### config.mk
export PLATFORM = sky130hd
export DESIGN_NAME = kbd_regs
export DESIGN_NICKNAME = d
export VERILOG_FILES = /design/src/rtl/kbd_regs.sv
export SDC_FILE = /design/constraint.sdc
export NUM_CORES = 1
export LEC_CHECK = 0
export BUFFER_PORTS_ARGS = -buffer_cell sky130_fd_sc_hd__buf_2
export CAP_MARGIN = 20
export CORE_AREA = 2 2 59 61
export DETAILED_ROUTE_END_ITERATION = 7
export DIE_AREA = 0 0 61 63
export PLACE_DENSITY = 0.59
export SLEW_MARGIN = 15
export SYNTH_ARGS = -nofsm -noshare
export SYNTH_HDL_FRONTEND = slang
export SYNTH_SLANG_ARGS = --single-unit
export TNS_END_PERCENT = 30
### constraint.sdc
create_clock -name clk -period 4.64 [get_ports clk]
set_input_delay 1.16 -clock clk [delete_from_list [all_inputs] [get_ports clk]]
set_output_delay 1.16 -clock clk [all_outputs]
set_load 0.02 [all_outputs]
### src/rtl/kbd_regs.sv
module kbd_regs #(
  parameter logic [7:0] DATA_PORT    = 8'h60,
  parameter logic [7:0] CMD_PORT     = 8'h64,
  parameter logic [7:0] CMD_SELFTEST = 8'hAA,
  parameter logic [7:0] CMD_ENABLE   = 8'hAE,
  parameter logic [7:0] CMD_SETLED   = 8'hED,
  parameter logic [7:0] SELFTEST_OK  = 8'h55,
  parameter logic [7:0] ACK_BYTE     = 8'hFA,
  parameter int         LED_W        = 3
) (
  input  logic             clk,
  input  logic             rst_n,
  input  logic [7:0]       bus_addr,
  input  logic             bus_rd,
  input  logic             bus_wr,
  input  logic [7:0]       bus_wdata,
  output logic [7:0]       bus_rdata,
  input  logic             key_valid,
  input  logic [7:0]       key_code,
  output logic [LED_W-1:0] led_out
);

  logic [7:0] obuf;
  logic       obf, ibf, tmo, sys_flag, last_cmd, kbd_en, led_pend;

  wire hit_data = (bus_addr == DATA_PORT);
  wire hit_cmd  = (bus_addr == CMD_PORT);
  wire wr_cmd   = bus_wr & hit_cmd;
  wire wr_data  = bus_wr & hit_data;
  wire rd_data  = bus_rd & ~bus_wr & hit_data;
  wire rd_stat  = bus_rd & ~bus_wr & hit_cmd;

  wire do_test  = wr_cmd & (bus_wdata == CMD_SELFTEST);
  wire do_led   = wr_data & led_pend;
  wire reply    = do_test | do_led;
  wire key_take = key_valid & kbd_en;
  wire key_drop = key_take & (obf | reply);

  wire [7:0] status = {1'b0, tmo, 2'b00, last_cmd, sys_flag, ibf, obf};

  assign bus_rdata = rd_stat ? status : (rd_data ? obuf : 8'h00);

  always_ff @(posedge clk or negedge rst_n) begin
    if (!rst_n) begin
      obuf <= '0;
      obf  <= 1'b0;
    end else if (reply) begin
      obuf <= do_test ? SELFTEST_OK : ACK_BYTE;
      obf  <= 1'b1;
    end else if (key_take && !obf) begin
      obuf <= key_code;
      obf  <= 1'b1;
    end else if (rd_data) begin
      obf  <= 1'b0;
    end
  end

  always_ff @(posedge clk or negedge rst_n) begin
    if (!rst_n) begin
      ibf      <= 1'b0;
      tmo      <= 1'b0;
      sys_flag <= 1'b0;
      last_cmd <= 1'b0;
      kbd_en   <= 1'b0;
      led_pend <= 1'b0;
      led_out  <= '0;
    end else begin
      ibf <= wr_cmd | wr_data;
      if (key_drop)     tmo <= 1'b1;
      else if (rd_stat) tmo <= 1'b0;
      if (do_test) sys_flag <= 1'b1;
      if (wr_cmd)       last_cmd <= 1'b1;
      else if (wr_data) last_cmd <= 1'b0;
      if (wr_cmd && bus_wdata == CMD_ENABLE) kbd_en <= 1'b1;
      if (wr_cmd)       led_pend <= (bus_wdata == CMD_SETLED);
      else if (wr_data) led_pend <= 1'b0;
      if (do_led) led_out <= bus_wdata[LED_W-1:0];
    end
  end

endmodule

==> impl_metrics.ini, run 1 <==
[status]
status = finished clean

[setup_path]
worstRegToRegCells = 3
crit_family = simple AND/OR/NAND/NOR gates
slowest_stage = and3_1
worst-r2r-setup-slack_ps = 3350
critPathKind = input pin to output pin
cp_max_fo = 9
cp_data_arrival_time_ps = 2590
crit_path_end_kind = output pin
cpMostUsedCell = buf_2
slowest_delay_ps = 410
crit_required_ps = 3480
crit_buf_inv = 2
crit_chain = buf_2, and4bb_2, nor4b_1, and3_1, a22o_1, buf_2
cp.depth = 6
start_kind = input pin

[synth]
yosysMostFrequentCell = dfrtp_1
synth_cells = 88
syn_area_um2 = 916
syn_area_per_cell_um2 = 10.4
synth.yosys.warnings = 0
ys_async_sr_fraction = 1.00
netlist_top_cells_area = dfrtp_1 49%, nand2_1 7.0%, a22o_1 4.8%, and4b_1 3.3%, a31oi_1 2.7%
ys_types = 32
netlist_top_cells_count = 18 x dfrtp_1, 17 x nand2_1, 5 x a22o_1
synth.top_cell.area_share = 0.492
synth_flop_cell = dfrtp_1
synth_nets = 117
ys_seq_area_frac = 0.492
yosysTopAreaCell = dfrtp_1
yosys_register_bits = 18
synth_edf_count = 0

[drt]
ant_nets = 0
drt_wl_total_um = 2120
drc_errors = 0
top_layer = met4
wl_met3_um = 79
viasPerCell = 4.69
met1_length_um = 938
wl_per_cell_um = 12.2
drt_pass1_iterations = 5
vias = 816
drt_iter0_drc = 28
met2_length_um = 1090

[timing]
max_freq_mhz = 267
post-route-period-util = 0.807
setup_viol_count_final = 0
final-max-slew-violation-count = 0
tightest_slew_ps = 521
skew_ps = 9.45
hold-worst-slack_ps = 490
hold_violations = 0
finalWorstSetupSlack_ps = 894
fin_crit_ps = 3750
max_slew_margin = 0.650
grt_setup_unrepaired = no
tns_ps = 0

[min_path]
holdPathStages = 1
hp-class = flip-flop to flip-flop

[place]
pre_cts_slack_ps = 868
dpl.hpwl_um = 1670
globalplace.congestion = 0.808
port_buffers = 39

[global_route]
antenna_found_initial = 0
grt_use_total = 0.124
grt_pass1_vias = 821
grt_pass1_wl_um = 3600
grt-ovfl-total = 0
grt_max_degree = 19

[cts]
cts.path.max_buffers = 2
clkLatencyLatePin_ps = 290
cts_made_buffers = 3
postCtsSetupBuffers = 0
clkTransAtPathRegs_ps = 100
htreeDepth = 1
cts.repair.resized = 0
tritoncts = built
clock_sinks = 18
cts_root_buf = clkbuf_4
cts_hold_buf = 0

[power]
power.leakage_nw = 0.633
ir_drop_v = 0.0000809
p_per_area_nw_per_um2 = 235

[final_layout]
regArea_um2 = 450
multi_input_area_um2 = 432
n_antenna_cell = 0
area_growth_pct = 29.5
fin_nets = 158
final_layout_size_suffix_gt1_frac = 0.398
n_fill_cell = 354

[floorplan]
core_um2 = 3230
dieHeight_um = 63
rows = 21
io-pin-count = 40
initial_utilization = 0.283
die-area_um2 = 3840
fp.dieW_um = 61

[run]
timing.max_cap.violations = 0
[placed cells by master (no fill, tap or decap), types with 3 or more instances in the layout]
master     n
buf_2     39
dfrtp_1   18
nand2_1   17
a22o_1     5
inv_1      4
a31oi_1    4
and4b_1    3
nor2_1     3
and2_1     3
nand3_1    3
clkbuf_4   3
[path summary, 6_finish.rpt]
| kind | to | startpoint |
|---|---|---|
| max in group asynchronous | obuf[3] | rst_n |
| worst max-delay path | bus_rdata[0] | bus_addr[7] |
| worst min-delay path | sys_flag | sys_flag |
| worst max register to register | led_out[0] | led_pend |
| min in group asynchronous | ibf | rst_n |
| worst min register to register | sys_flag | sys_flag |
[kinds of logic after synthesis]
group | count (synthesis) | share of synthesized area
DFF | 18 | 0.492
muxes | 5 | 0.0628
buffers and inverters | 7 | 0.0369
AOI/OAI and AO/OA | 17 | 0.139
and+or+nand+nor | 41 | 0.269
[registers in the layout, summed over array words and instances, names as in the netlist]
name,cells
led_out,3
last_cmd,1
ibf,1
kbd_en,1
led_pend,1
obuf,8
obf,1
sys_flag,1
tmo,1
[layer usage]
layer  up-vias  global-route usage
li1        398                   -
met1       396               0.159
met2        20               0.203
met3         2              0.0186
met4         0              0.0489
met5         -                   0
[report_power, final]
part	switching, mW	total, mW	internal [mW]
clock	0.0492	0.0970	0.0478
sequential	0.00112	0.160	0.158
combinational	0.0110	0.0226	0.0116
[through the flow]
stage | std cells | total power [mW] | util | instance area, um2
2_1_floorplan | 88 | 0.167 | - | 916
3_3_place_gp | 170 | 0.185 | 0.356 | 1150
3_5_place_dp | 170 | 0.186 | 0.356 | 1150
4_1_cts | 174 | 0.283 | 0.367 | 1190
5_1_grt | 174 | 0.291 | 0.367 | 1190
6_report | 174 | 0.279 | 0.367 | 1190
[cell type report]
| class | count | area share |
|---|---|---|
| timing repair buffer | 39 | 0.165 |
| clock buffer | 4 | 0.0306 |
| sequential | 18 | 0.380 |
| multi-input combinational | 63 | 0.364 |
| tap | 46 | 0.0485 |
| inverter | 4 | 0.0127 |
Note: power is estimated with default switching activity, not from simulation.
==> run 2: changes to the inputs <==
clock period = 3.7 ns   (was 4.64 ns; I/O delays follow)
==> impl_metrics.ini, run 2 (same netlist as run 1, synthesis figures left out) <==
[status]
status = finished clean

[timing]
finalWorstSetupSlack_ps = 426
tns_ps = 0
hold_violations = 0
skew_ps = 2.81
post-route-period-util = 0.885
tightest_slew_ps = 524
max_slew_margin = 0.648
grt_setup_unrepaired = no
final-max-slew-violation-count = 0
fin_crit_ps = 3270
max_freq_mhz = 305
setup_viol_count_final = 0

[cts]
cts.repair.resized = 0
cts.path.max_buffers = 2
cts_root_buf = clkbuf_4
cts_made_buffers = 3
clkLatencyLatePin_ps = 280
postCtsSetupBuffers = 0
cts_hold_buf = 0
clkTransAtPathRegs_ps = 90
clock_sinks = 18
htreeDepth = 1
tritoncts = built

[final_layout]
area_growth_pct = 28.0
fin_util = 0.363
fin_area_um2 = 1170
regMostFlops = obuf
largest_reg_flops = 8
n_fill_cell = 351
final_layout_size_suffix_gt1_frac = 0.394
final_common_cell = buf_2
fin_nets = 158
top_regs = obuf (8), led_out (3)
n_antenna_cell = 0
layout_common_cells = 39 x buf_2, 18 x dfrtp_1, 17 x nand2_1

[global_route]
met1_usage = 0.161
grtUsageMet2 = 0.199
grt-ovfl-total = 0
grt-busiest-layer = met2
gr-usage-met3 = 0.0145
grt_max_degree = 19
antenna_found_initial = 0
grt_pass1_wl_um = 3590
grt_use_total = 0.124
grt_pass1_vias = 806

[min_path]
hp-class = flip-flop to flip-flop

[place]
port_buffers = 39
postPlaceCellArea_um2 = 1150
globalplace.congestion = 0.808
dpl.hpwl_um = 1730
pre_cts_slack_ps = 395

[setup_path]
start_kind = input pin
crit_required_ps = 2770
cp_data_arrival_time_ps = 2350
cp_max_fo = 9
critPathKind = input pin to output pin
crit_path_end_kind = output pin

[floorplan]
die-area_um2 = 3840
initial_utilization = 0.283
core_um2 = 3230
fp.dieW_um = 61
io-pin-count = 40
rows = 21
dieHeight_um = 63

[run]
timing.max_cap.violations = 0

[drt]
wl_per_cell_um = 12.9
drc_errors = 0
drt_pass1_iterations = 5
drt_wl_total_um = 2230
drt_iter0_drc = 24
viasPerCell = 4.79
vias = 829
ant_nets = 0

[power]
power.leakage_nw = 0.626
p_total_mw = 0.322
p_per_area_nw_per_um2 = 274
ir_drop_v = 0.0000997
run 2: cell types whose count changed in the layout (fill, tap and decap cells not counted):
cell,previous run,this run
clkbuf_8,1,0
run 2: layout make-up:
cell class                      instances  area, um2  share of cell area
Tap cell                               46       57.6              0.0491
Timing Repair Buffer                   39        195               0.166
Multi-Input combinational cell         63        432               0.368
Clock buffer                            3       22.5              0.0192
Sequential cell                        18        450               0.384
Inverter                                4       15.0              0.0128
run 2: final timing paths:
path                                 to        start  depth (start not counted)  slack [ps]
max                        bus_rdata[0]  bus_addr[7]                          6         430
min                            sys_flag     sys_flag                          1         490
max reg2reg                  led_out[0]     led_pend                          3        2410
min reg2reg                    sys_flag     sys_flag                          1         490
max in group asynchronous       obuf[4]        rst_n                          1        2860
min in group asynchronous           ibf        rst_n                          1         550
run 2: power by group:
| part | internal (mW) | switching (mW) | total (mW) | leakage (nW) |
|---|---|---|---|---|
| Sequential | 0.199 | 0.00139 | 0.200 | 0.241 |
| Combinational | 0.0146 | 0.0139 | 0.0285 | 0.371 |
| Clock | 0.0378 | 0.0552 | 0.0929 | 0.0138 |
run 2: stage by stage:
| stage | hold WS (ps) | instances |
|---|---|---|
| floorplan | 435 | 88 |
| global placement | 449 | 170 |
| detailed placement | 468 | 170 |
| CTS | 492 | 173 |
| global route | 524 | 173 |
| finish | 488 | 173 |
run 2: per-layer routing:
layer  part of all wire  wire (um)
met4                  0          0
met3              0.046        103
met2               0.51       1150
met1               0.44        979
met5                  0          0
run 2: critical path, cell delays in order:
cell and delay (ps):
buf_2 90, and4bb_2 300, nor4b_1 280, and3_1 400, a22o_1 190, buf_2 160
